**src/rtl/htiming.sv**
```systemverilog
module htiming #(
  parameter int CW  = 8,
  parameter int BEW = 5,
  parameter int REW = 5,
  parameter int SKW = 2
)(
  input  logic           clk,
  input  logic           rst,
  input  logic           cclk_en,
  input  logic [CW-1:0]  htotal,
  input  logic [CW-1:0]  hde_end,
  input  logic [CW-1:0]  hblk_start,
  input  logic [BEW-1:0] hblk_end,
  input  logic [SKW-1:0] de_skew,
  input  logic [CW-1:0]  hrt_start,
  input  logic [REW-1:0] hrt_end,
  input  logic [SKW-1:0] rt_skew,
  input  logic           line_bump,
  input  logic           in_split,
  output logic           disp_en,
  output logic           hblank,
  output logic           hsync,
  output logic           line_end,
  output logic           addr_bump
);
  localparam int NW = CW + 1;

  logic [NW-1:0]  cnt;
  logic [CW-1:0]  s_tot, s_de, s_bs, s_rs;
  logic [BEW-1:0] s_be;
  logic [REW-1:0] s_re;
  logic [SKW-1:0] s_dsk, s_rsk;
  logic           last, de_nxt, blk_nxt, rt_nxt;

  assign last    = cnt == NW'(s_tot) + NW'(1);
  assign de_nxt  = (cnt >= NW'(s_dsk)) && (cnt <= NW'(s_de) + NW'(s_dsk));
  assign blk_nxt = (cnt == NW'(s_bs)) || (hblank && cnt[BEW-1:0] != s_be);
  assign rt_nxt  = (cnt == NW'(s_rs) + NW'(s_rsk)) || (hsync && cnt[REW-1:0] != s_re);

  always_ff @(posedge clk)
    if (rst || (cclk_en && last)) begin
      s_tot <= htotal;
      s_de  <= hde_end;
      s_bs  <= hblk_start;
      s_be  <= hblk_end;
      s_dsk <= de_skew;
      s_rs  <= hrt_start;
      s_re  <= hrt_end;
      s_rsk <= rt_skew;
    end

  always_ff @(posedge clk)
    if (rst) begin
      cnt       <= '0;
      disp_en   <= 1'b0;
      hblank    <= 1'b0;
      hsync     <= 1'b0;
      line_end  <= 1'b0;
      addr_bump <= 1'b0;
    end else if (cclk_en) begin
      cnt      <= last ? '0 : cnt + NW'(1);
      disp_en  <= de_nxt;
      hblank   <= blk_nxt;
      hsync    <= rt_nxt;
      line_end <= cnt == '0;
      if (cnt == '0) addr_bump <= line_bump & ~in_split;
    end
endmodule

```
**config.mk**
```make
export PLATFORM = sky130hd
export DESIGN_NAME = htiming
export DESIGN_NICKNAME = d
export VERILOG_FILES = /design/src/rtl/htiming.sv
export SDC_FILE = /design/constraint.sdc
export NUM_CORES = 1
export LEC_CHECK = 0
export BUFFER_PORTS_ARGS = -buffer_cell sky130_fd_sc_hd__buf_2
export CELL_PAD_IN_SITES_DETAIL_PLACEMENT = 0
export CELL_PAD_IN_SITES_GLOBAL_PLACEMENT = 1
export CORE_ASPECT_RATIO = 1.5
export CORE_MARGIN = 1.5
export CORE_UTILIZATION = 44
export CTS_CLUSTER_DIAMETER = 30
export DETAILED_ROUTE_END_ITERATION = 10
export PLACE_DENSITY_LB_ADDON = 0.1
export SETUP_SLACK_MARGIN = 0.05
export SLEW_MARGIN = 5
export SYNTH_ARGS = -nofsm -noshare
export SYNTH_HDL_FRONTEND = slang
export SYNTH_SLANG_ARGS = --single-unit
```
**constraint.sdc**
```tcl
create_clock -name clk -period 4.35 [get_ports clk]
set_clock_uncertainty 0.05 [all_clocks]
set_input_delay 0.6525 -clock clk [delete_from_list [all_inputs] [get_ports clk]]
set_output_delay 0.6525 -clock clk [all_outputs]
set_load 0.01 [all_outputs]
```
* Yosys cells after proc, flatten, opt, wreduce, memory -nomap -nowiden
Index checks and enable logic that the tools add are counted.
** Word-level totals
- Input bits :: 51
- Register bits :: 60
- Word-level logic and storage cells :: 37
** Cells by class
- Add/sub/neg operators :: 4
- Multiplexer cells :: 1
- Bitwise operators :: 2
- Magnitude comparators :: 2
- Reduce and logical (&&, ||, !) cells :: 9
- Equal/unequal tests :: 5
** Operators by type and width (number)
- $add 8x2->9 :: 2
- $eq 9x9->1 :: 2
- $ne 5x5->1 :: 2
- $add 8x1->9 const B :: 1
- $add 9x1->9 const B :: 1
- $eq 9x8->1 :: 1
- $ge 9x2->1 :: 1
- $le 9x9->1 :: 1
- $logic_not 9->1 :: 1
- $mux 9 :: 1
- $logic_and 1x1->1 :: 4
- $logic_or 1x1->1 :: 3
- $reduce_and 2->1 :: 1
- $and 1x1->1 :: 1
- $not 1->1 :: 1

* Depth between registers and ports, before layout
Gate-level depths: netlist of the first run.
- Depth in word-level cells :: 4
- Depth in mapped cells :: 11
- Mapped depth without buffers :: 11

* Worst setup path before layout of the first run
OpenSTA, ideal clock, no wires.
- Path kind :: flip-flop to flip-flop
- From :: register s_tot[0]
- To :: register s_be[0], enable pin
- Setup time :: 0.417 ns
- Setup slack :: 0.783 ns
- Period minus slack after synthesis :: 3.567 ns
- Arrival :: 3.099 ns
- Stages on the path, launching flop included :: 8
- Buffers on the path :: 1
- Path through :: edfxtp_1 ha_1 buf_6 and2_4 o21ai_0 a31oi_1 or4_4 o31ai_4
** Between the ends
- Word-level cells in the longest chain between the ends :: 4
** Ends and longest elaborated chain
- from (decl) :: line 29 : logic [CW-1:0] s_tot, s_de, s_bs, s_rs;
- from (signal assigned) :: line 42 : s_tot <= htotal;
- $add 8x1->9 :: line 35 : assign last = cnt == NW'(s_tot) + NW'(1);
- $eq 9x9->1 :: line 35
- $logic_and 1x1->1 :: line 41 : if (rst || (cclk_en && last)) begin
- $logic_or 1x1->1 :: line 41
- to (signal assigned) :: line 45 : s_be <= hblk_end;
- to (decl) :: line 30 : logic [BEW-1:0] s_be;
No other way between the ends.
A chain may end at the register's enable or synchronous reset.

* Final worst setup path of the first run
- From :: register s_tot[0]
- To :: register s_rs[1], enable pin
** Between the ends
- Word-level cells in the longest chain between the ends :: 4
** Ends and longest elaborated chain
- $add 8x1->9 :: line 35
- $eq 9x9->1 :: line 35
- $logic_and 1x1->1 :: line 41
- $logic_or 1x1->1 :: line 41
- to (signal assigned) :: line 47 : s_rs <= hrt_start;
- to (decl) :: line 29
No other way between the ends.

==> results of run 1 <==
per-layer routing:
layer,routed length [µm],vias to the layer above
met2,3240,37
met5,0,-
met4,176,0
li1,-,1097
met3,189,14
met1,2560,1010
report_power, final:
part	internal, µW	switching, µW	total, µW
logic	65.4	60.8	126
registers	649	26.2	675
clock network	280	205	485
total	995	292	1290
metrics by stage:
stage,hold WS [ns],worst slack [ns],area (µm²)
after global routing,0.411,0.984,3700
after floorplan,0.420,0.783,3180
after CTS,0.403,1.20,3700
after detailed placement,0.394,1.22,3520
final,0.403,1.24,3700
after global placement,0.386,1.29,3520
how the worst min path moves through the flow:
stage	to	slack, ns	depth (start not counted)	start
after floorplan	addr_bump	0.42	2	addr_bump
after global placement	addr_bump	0.39	2	addr_bump
after detailed placement	addr_bump	0.39	2	addr_bump
after CTS	addr_bump	0.40	2	addr_bump
after global routing	s_re[0]	0.41	1	hrt_end[0]
final	addr_bump	0.40	2	addr_bump
worst max-delay path, cell delays in order, from the launching register on:
cell      delay (ns)
edfxtp_1        0.48
ha_1            0.35
and2_4          0.18
o21ai_0         0.15
a31oi_1         0.10
or4_4           0.56
o31ai_4         0.60
buf_12          0.30
flip-flops by register name (all words and copies together), names as in the netlist:
register,count
cnt,9
s_re,5
s_bs,8
s_dsk,2
s_de,8
disp_en,1
s_tot,8
hsync,1
line_end,1
addr_bump,1
hblank,1
s_rs,8
s_be,5
s_rsk,2
kinds of logic after synthesis:
| family | Yosys count | share of synthesized area, % |
|---|---|---|
| multiplexers | 2 | 0.629 |
| adder cells (fa/ha/maj) | 20 | 8.34 |
| buffers and inverters | 22 | 3.26 |
| AO/OA/AOI/OAI | 35 | 7.90 |
| XOR/XNOR | 51 | 14.0 |
| flip-flops | 60 | 52.2 |
| AND/OR/NAND/NOR | 81 | 13.6 |
area by class of cell:
class / instances / area, µm² / area share, %
flip-flops and latches: 60 / 1660 / 44.9
multi-input cells: 189 / 1420 / 38.2
repair buffers: 56 / 295 / 7.97
clock buffers: 14 / 153 / 4.12
well taps: 78 / 97.6 / 2.64
inverters: 12 / 45.0 / 1.22
clock inverters: 2 / 35.0 / 0.946
cells in the mapped netlist, types with 2 or more instances:
| cell | count |
|---|---|
| edfxtp_1 | 46 |
| xnor2_1 | 27 |
| xor2_1 | 24 |
| nor2_1 | 21 |
| ha_1 | 18 |
| nand2_1 | 16 |
| nand4_1 | 15 |
| dfxtp_1 | 14 |
| a21oi_1 | 11 |
| inv_1 | 11 |
| nand3_1 | 8 |
| a21o_1 | 4 |
| nand2b_1 | 4 |
| clkbuf_1 | 3 |
| nor2b_1 | 3 |
| o21ai_0 | 3 |
| a211o_1 | 2 |
| a31oi_1 | 2 |
| buf_1 | 2 |
| buf_2 | 2 |
| buf_6 | 2 |
| fa_1 | 2 |
| mux2i_1 | 2 |
| nand4b_1 | 2 |
| nor3_1 | 2 |
| o211ai_1 | 2 |
| o311ai_0 | 2 |
layout by cell type, fill, tap and decap left out, types with 8 or more instances in the layout:
cell and count:
buf_2 55, edfxtp_1 46, xnor2_1 27, xor2_1 24, nor2_1 21, ha_1 18, nand2_1 16, nand4_1 15
dfxtp_1 14, inv_1 11, a21oi_1 11, clkbuf_8 10, nand3_1 8
==> summary.md, run 1 <==
| Metric | Value |
|---|---|
| Post-synth ARST share | 0% |
| Count of cell types in the netlist | 48 |
| Vias/cell | 5.25 |
| HP Class | flop to flop |
| Final cell count without fillers | 411 |
| FF-to-FF End | s_rs[1] |
| Antenna Cells | 0 |
| I/O Buffers | 55 |
| Reg clk slew, reported paths | 0.07 ns |
| DR DRC count | 0 |
| # rows | 37 |
| Layout cells sized above 1 | 21.9% |
| First-pass GRT wire length | 10.3 mm |
| Final Hold Fails | 0 |
| Period utilization | 71.6% |
| Mapped cell area | 3180 µm² |
| Setup crit end | s_rs[1] |
| Die H | 107 µm |
| Worst reg2reg path startpoint | s_tot[0] |
| Largest net degree at the start of global routing | 44 |
| Vias | 2158 |
| Worst R2R Path Depth | 7 |
| First DRT Iteration DRCs | 51 |
| Clock Sinks | 60 |
| Syn avg cell area | 11.7 µm² |
| CP max FO | 43 |
| CTS max path bufs | 2 |
| Main synth FF type | edfxtp_1 |
| GR Util met3 | 3.76% |
| Post-DR wirelength/cell | 15.0 µm |
| Antenna violations before repair | 0 |
| Synthesized net count | 342 |
| WP data required | 4.33 ns |
| Layout Utilization | 53.3% |
| Post_cts resized | 0 |
| Post-synthesis sequential area ratio | 52.2% |
| Pwr Density | 347 nW/µm² |
| Full die area | 7760 µm² |
| Final wirelength | 6.16 mm |
| Post-CTS Setup Inserts | 0 |
| Clk_lat worst skew | 0.35 ns |
| CP Capture Type | flop |
| Number of synthesized flops with an enable pin | 46 |
| Slew headroom | 55.5% |
| CP arrival | 3.09 ns |
| Yosys warning count | 0 |
| Area leader, netlist | edfxtp_1 |
| CTS tree | built |
| TritonCTS buffer count | 9 |
| Nets | 399 |
| Final Wtd Congestion | 0.731 |
| Post-layout min period | 3.11 ns |
| GRT overflow | 0 |
| Max IR drop VDD | 188 µV |
| Vias in the first global route | 2185 |
| Grt met1 use | 20.0% |
| Final Max Tran Viols | 0 |
| Element type at the critical path start | flop |
| ANT nets after route | 0 |
| Number of synthesized register bits | 60 |
| Ports | 56 |
| Root buffer cell | clkbuf_8 |
| Achievable Freq | 0.321 GHz |
| Post-DP HPWL | 4.50 mm |
| Worst Tran Pin Value | 0.666 ns |
| Setup TNS | 0 ns |
| Gr busiest metal | met2 |
| CTS Hold Buffers Added | 0 |
| Max-Cap Viols | 0 |
| Filler cells | 639 |
| Crit path launch | s_tot[0] |
| Reg2Reg Setup Slack | 1.24 ns |
| Core Region | 6940 µm² |
| Mapped Cells | 271 |
| Total power | 1290 µW |
| Unrepaired setup endpoints after global routing | false |
| Starting density of the core | 45.8% |
| Chip Width | 72.4 µm |
| Area Overhead vs Synth | 16.4% |
| GRT Total Usage | 18.1% |
| H-tree Lvls | 3 |
| Lkg Pwr | 0.00148 µW |
| Post-synth top area share | 43.4% |
| Met2 Resource Use GR | 31.5% |
| Status | finished clean |
| Placed insts | 395 |
| CP Class | flop to flop |
| Setup violators final | 0 |
| DR pass1 iterations | 3 |
| Top post-synthesis cells by area | edfxtp_1 43%, dfxtp_1 8.8%, xnor2_1 7.4% |
No activity file was read; power rests on OpenSTA's default activity.
==> run 2: changes to the inputs <==
--- a/config.mk
+++ b/config.mk
@@ -10,7 +10,7 @@
 export CELL_PAD_IN_SITES_GLOBAL_PLACEMENT = 1
 export CORE_ASPECT_RATIO = 1.5
 export CORE_MARGIN = 1.5
-export CORE_UTILIZATION = 44
+export CORE_UTILIZATION = 40
 export CTS_CLUSTER_DIAMETER = 30
 export DETAILED_ROUTE_END_ITERATION = 10
 export PLACE_DENSITY_LB_ADDON = 0.1
==> constraint.sdc (replaced) <==
create_clock -name clk -period 2.8 [get_ports clk]
set_clock_uncertainty 0.05 [all_clocks]
set_input_delay 0.42 -clock clk [delete_from_list [all_inputs] [get_ports clk]]
set_output_delay 0.42 -clock clk [all_outputs]
set_load 0.01 [all_outputs]
==> run 2 against run 1 <==
Effect of this change: cell count rose by 8.0%; cell area is 6.9% higher; maximum frequency grew 21%; register-to-register slack got worse by 1.0 ns; core utilization fell by 1.6 points; first-iteration DRC count is 22% higher; clock power grew to 2.6 times the previous value; global-route usage fell by 0.88 points; sequential share of layout area fell by 2.9 points; critical path type unchanged; largest cell class unchanged.
==> summary.md, run 2 (synthesis gave the netlist of run 1 again) <==
| Metric | Value |
|---|---|
| Starting density of the core | 41.5% (-4.3 points) |
| Core Region | 7660 µm² (+10%) |
| Post-DP HPWL | 4.90 mm (+9.0%) |
| Max IR drop VDD | 406 µV (+120%) |
| Lkg Pwr | 0.00160 µW (+7.9%) |
| Final Max Tran Viols | 0 (unchanged) |
| Final Hold Fails | 0 (unchanged) |
| Ports | 56 (unchanged) |
| Final Wtd Congestion | 0.795 (+8.8%) |
| Status | finished clean |
| CTS max path bufs | 2 (unchanged) |
| CP max FO | 2 (-95%) |
| Largest net degree at the start of global routing | 32 (-27%) |
| Unrepaired setup endpoints after global routing | false |
| Final instance area | 3960 µm² (+6.9%) |
| CP Class | flop to flop |
| First-pass GRT wire length | 10.7 mm (+3.7%) |
| WP data required | 3.01 ns (-1.32 ns) |
| Clk_lat worst skew | 0.32 ns (-0.03 ns) |
| GRT Total Usage | 17.3% (-0.88 points) |
| Clock Sinks | 60 (unchanged) |
| Register bank with the most flops | cnt |
| Antenna Cells | 0 (unchanged) |
| Worst R2R Path Depth | 11 (+4) |
| Slew headroom | 60.8% (+5.2 points) |
| Pwr Density | 634 nW/µm² (+82%) |
| DP Worst Slack | 0.221 ns (-0.995 ns) |
| H-tree Lvls | 3 (unchanged) |
| Final wirelength | 6.48 mm (+5.2%) |
| # rows | 39 (+5.4%) |
| Commonest non-fill, non-tap cells in the layout | 55 x buf_2, 46 x edfxtp_1, 27 x xnor2_1, 24 x xor2_1, 21 x nor2_1 |
| First DRT Iteration DRCs | 62 (+22%) |
| Setup violators final | 0 (unchanged) |
| Element type at the critical path start | flop |
| Worst Tran Pin Value | 0.588 ns (-0.0785 ns) |
| HP Class | primary input to flop |
| CTS tree | built |
| Chip Width | 75.8 µm (+4.7%) |
| Worst reg2reg path startpoint | s_de[1] |
| CP arrival | 2.78 ns (-0.31 ns) |
| Commonest non-fill, non-tap cell in the layout | buf_2 |
| Area Overhead vs Synth | 24.5% |
| Achievable Freq | 0.389 GHz (+21%) |
| Dpl cell area | 3620 µm² (+2.8%) |
| Filler cells | 721 (+13%) |
| Root buffer cell | clkbuf_16 |
| Vias | 2202 (+2.0%) |
| FF-to-FF End | disp_en |
| Nets | 408 (+2.3%) |
| Setup TNS | 0 ns (unchanged) |
| Final WS setup | 0.227 ns (-1.01 ns) |
| TritonCTS buffer count | 9 (unchanged) |
| Max-Cap Viols | 0 (unchanged) |
| Setup crit end | disp_en |
| Post-DR wirelength/cell | 14.6 µm (-2.6%) |
| Layout cells sized above 1 | 25.1% (+3.2 points) |
| Post-layout min period | 2.57 ns (-0.540 ns) |
| Layout Utilization | 51.7% (-1.6 points) |
| CP Capture Type | flop |
| DR pass1 iterations | 6 (+3) |
| Vias in the first global route | 2236 (+2.3%) |
| I/O Buffers | 55 (unchanged) |
| ANT nets after route | 0 (unchanged) |
| Antenna violations before repair | 0 (unchanged) |
| Crit path launch | s_de[1] |
| Final cell count without fillers | 444 (+8.0%) |
| Full die area | 8510 µm² (+9.6%) |
| Vias/cell | 4.96 (-5.5%) |
| Reg clk slew, reported paths | 0.05 ns (-0.02 ns) |
| Placed insts | 428 (+8.4%) |
| DR DRC count | 0 (unchanged) |
| Die H | 112 µm (+4.7%) |
| Max reg flops | 9 (unchanged) |
| GRT overflow | 0 (unchanged) |
| Period utilization | 91.9% (+20 points) |
| Reg2Reg Setup Slack | 0.23 ns (-1.01 ns) |
-- run 2: changes by cell type in the layout (fill, tap and decap cells not counted), moves of 2 or more --
cell and delta:
clkbuf_8 -9, clkbuf_1 -3, buf_4 +9, clkbuf_16 +9
bufinv_16 +2
-- run 2: stage by stage --
stage	power, µW	hold WS [ns]
2_1_floorplan	1190	0.420
3_3_place_gp	1270	0.386
3_5_place_dp	1280	0.397
4_1_cts	2540	0.213
5_1_grt	2620	0.208
6_report	2510	0.221
-- run 2: worst min path at each step --
stage,start,endpoint,slack [ns],cells past startpoint
3_5_place_dp,addr_bump,addr_bump,0.40,2
2_1_floorplan,addr_bump,addr_bump,0.42,2
6_report,hblk_start[0],s_bs[0],0.22,1
5_1_grt,hrt_end[4],s_re[4],0.21,1
4_1_cts,hblk_start[0],s_bs[0],0.21,1
3_3_place_gp,addr_bump,addr_bump,0.39,2
-- run 2: report_power, final --
| part | internal (µW) | switching (µW) | leakage (µW) |
|---|---|---|---|
| Clock | 888 | 366 | 0.000167 |
| Combinational | 109 | 108 | 0.000867 |
| Sequential | 1010 | 29.8 | 0.000564 |
-- run 2: per-layer routing --
layer	global-route usage [%]	routed length [µm]	vias to the layer above
met3	5.21	247	6
li1	-	-	1122
met1	19.3	2600	1030
met2	29.6	3560	44
met5	0	0	-
met4	6.90	72	0
-- run 2: critical path: stages (launching register included) --
cell      delay (ns)
edfxtp_1        0.42
ha_1            0.31
a21o_1          0.18
and4_1          0.23
xnor2_1         0.13
ha_1            0.29
a21o_1          0.18
a21oi_1         0.19
a21o_1          0.14
nand2_1         0.05
o311ai_0        0.12
a32o_1          0.23
-- run 2: final cells by class --
cell class	instances	area [µm²]	share of cell area [%]
timing repair buffer	65	363	9.16
multi-input combinational	189	1420	35.9
inverter	12	45.0	1.14
clock inverter	5	98.8	2.50
clock buffer	11	243	6.13
sequential	60	1660	42.0
tap	102	128	3.22
-- run 2: timing repair --
item	4_1_cts	5_1_grt
setup buffers	0	0
endpoints found under the setup margin	0	1
gates resized for setup	0	1
hold buffers	0	0
==> run 3: changes to the inputs <==
--- a/config.mk
+++ b/config.mk
@@ -13,8 +13,9 @@
 export CORE_UTILIZATION = 40
 export CTS_CLUSTER_DIAMETER = 30
 export DETAILED_ROUTE_END_ITERATION = 10
-export PLACE_DENSITY_LB_ADDON = 0.1
+export PLACE_DENSITY_LB_ADDON = 0.08
 export SETUP_SLACK_MARGIN = 0.05
+export SKIP_CTS_REPAIR_TIMING = 1
 export SLEW_MARGIN = 5
 export SYNTH_ARGS = -nofsm -noshare
 export SYNTH_HDL_FRONTEND = slang
==> run 3 against run 2 <==
Effect of this change: highest routed layer unchanged; die area is the same; routed wire length increased by 6.5%; first-iteration DRC count up 15%; register-to-register slack got worse by 0.04 ns; sequential cell count did not move.
==> summary.md, run 3 (synthesis gave the netlist of run 1 again) <==
| Metric | Value |
|---|---|
| Status | finished clean |
| Worst Tran Pin Value | 0.400 ns (-0.187 ns) |
| Chip Width | 75.8 µm (unchanged) |
| Largest net degree at the start of global routing | 49 (+53%) |
| CTS tree | built |
| DR pass1 iterations | 4 (-2) |
| Max reg flops | 9 (unchanged) |
| Dpl cell area | 3620 µm² (+0.21%) |
| Post-layout min period | 2.61 ns (+0.0408 ns) |
| Final Hold Fails | 0 (unchanged) |
| Area Overhead vs Synth | 26.0% |
| Unrepaired setup endpoints after global routing | false |
| Clock Sinks | 60 (unchanged) |
| CTS max path bufs | 2 (unchanged) |
| HP Class | primary input to flop |
| WP data required | 2.77 ns (-0.24 ns) |
| Vias/cell | 4.90 (-1.3%) |
| Filler cells | 708 (-1.8%) |
| GRT Total Usage | 18.1% (+0.79 points) |
| Element type at the critical path start | flop |
| Core Region | 7660 µm² (unchanged) |
| Post-DR wirelength/cell | 15.2 µm (+4.1%) |
| Vias | 2223 (+0.95%) |
| TritonCTS buffer count | 9 (unchanged) |
| Starting density of the core | 41.5% (unchanged) |
| Lkg Pwr | 0.00163 µW (+2.1%) |
| Max-Cap Viols | 0 (unchanged) |
| Full die area | 8510 µm² (unchanged) |
| I/O Buffers | 55 (unchanged) |
| Pwr Density | 583 nW/µm² (-8.1%) |
| Antenna Cells | 0 (unchanged) |
| Clk_lat worst skew | 0.33 ns (about the same) |
| Slew headroom | 73.0% (+12 points) |
| Max IR drop VDD | 403 µV (-0.81%) |
| Final Wtd Congestion | 0.741 (-6.8%) |
| Ports | 56 (unchanged) |
| Final instance area | 4010 µm² (+1.3%) |
| Achievable Freq | 0.383 GHz (-1.6%) |
| DR DRC count | 0 (unchanged) |
| Post-DP HPWL | 4.98 mm (+1.6%) |
| Period utilization | 93.4% (+1.5 points) |
| Final wirelength | 6.90 mm (+6.5%) |
| Vias in the first global route | 2288 (+2.3%) |
| Register bank with the most flops | cnt |
| Worst R2R Path Depth | 8 (-3) |
| CP arrival | 2.59 ns (-0.19 ns) |
| First DRT Iteration DRCs | 71 (+15%) |
| Setup violators final | 0 (unchanged) |
| Antenna violations before repair | 0 (unchanged) |
| GRT overflow | 0 (unchanged) |
| CP Class | flop to flop |
| H-tree Lvls | 3 (unchanged) |
| Commonest non-fill, non-tap cell in the layout | buf_2 |
| First-pass GRT wire length | 11.0 mm (+2.8%) |
| Layout cells sized above 1 | 26.7% (+1.6 points) |
| Die H | 112 µm (unchanged) |
| Nets | 418 (+2.5%) |
| Commonest non-fill, non-tap cells in the layout | 55 x buf_2, 46 x edfxtp_1, 27 x xnor2_1, 24 x xor2_1, 21 x nor2_1 |
| CP max FO | 24 (+22) |
| CP Capture Type | flop |
| Final cell count without fillers | 454 (+2.3%) |
| ANT nets after route | 0 (unchanged) |
| Reg clk slew, reported paths | 0.05 ns (about the same) |
| # rows | 39 (unchanged) |
| Root buffer cell | clkbuf_16 |
| Hold path cells | 1 (unchanged) |
| Final Max Tran Viols | 0 (unchanged) |
| Placed insts | 429 (+0.23%) |
==> run 3: routing by layer <==
layer	wire [µm]	share of wire, %	GRT usage [%]
met3	227	3.3	6.10
met1	2700	39	18.9
met5	0	0	0
met2	3820	55	31.9
met4	146	2.1	7.14
==> run 3: path summary, 6_finish.rpt <==
path	startpoint	slack (ns)	to
worst min register to register	addr_bump	0.40	addr_bump
worst max register to register	s_tot[1]	0.19	s_re[2]
worst min-delay path	htotal[7]	0.21	s_tot[7]
worst max-delay path	s_tot[1]	0.19	s_re[2]
==> run 3: area by class of cell <==
type / instances / area [µm²] / area share [%]
tap: 102 / 128 / 3.18
timing repair buffer: 75 / 454 / 11.3
clock inverter: 6 / 53.8 / 1.34
multi-input combinational: 189 / 1430 / 35.6
inverter: 12 / 45.0 / 1.12
sequential: 60 / 1660 / 41.4
clock buffer: 10 / 239 / 5.96
==> run 3: worst max-delay path, cell delays in order (launching register included) <==
cell,delay (ns)
edfxtp_1,0.48
ha_4,0.25
nor2_1,0.15
a211o_1,0.12
a31oi_1,0.07
or4_4,0.53
o31ai_4,0.29
buf_4,0.17
buf_8,0.20
==> run 3: metrics by stage <==
step	util (%)	TNS (ns)	power, µW	worst slack, ns	hold WS [ns]
4_1_cts	51.1	0	2350	0.185	0.200
6_report	52.3	0	2340	0.186	0.212
5_1_grt	52.3	0	2440	0.0456	0.197
3_5_place_dp	47.3	0	1270	0.206	0.397
2_1_floorplan	-	-31.04	1190	-0.604	0.420
3_3_place_gp	47.3	0	1270	0.283	0.387
==> run 3: report_power, final <==
part           internal [µW]  switching, µW
Combinational            117            111
Clock                    700            366
Sequential              1010           31.7
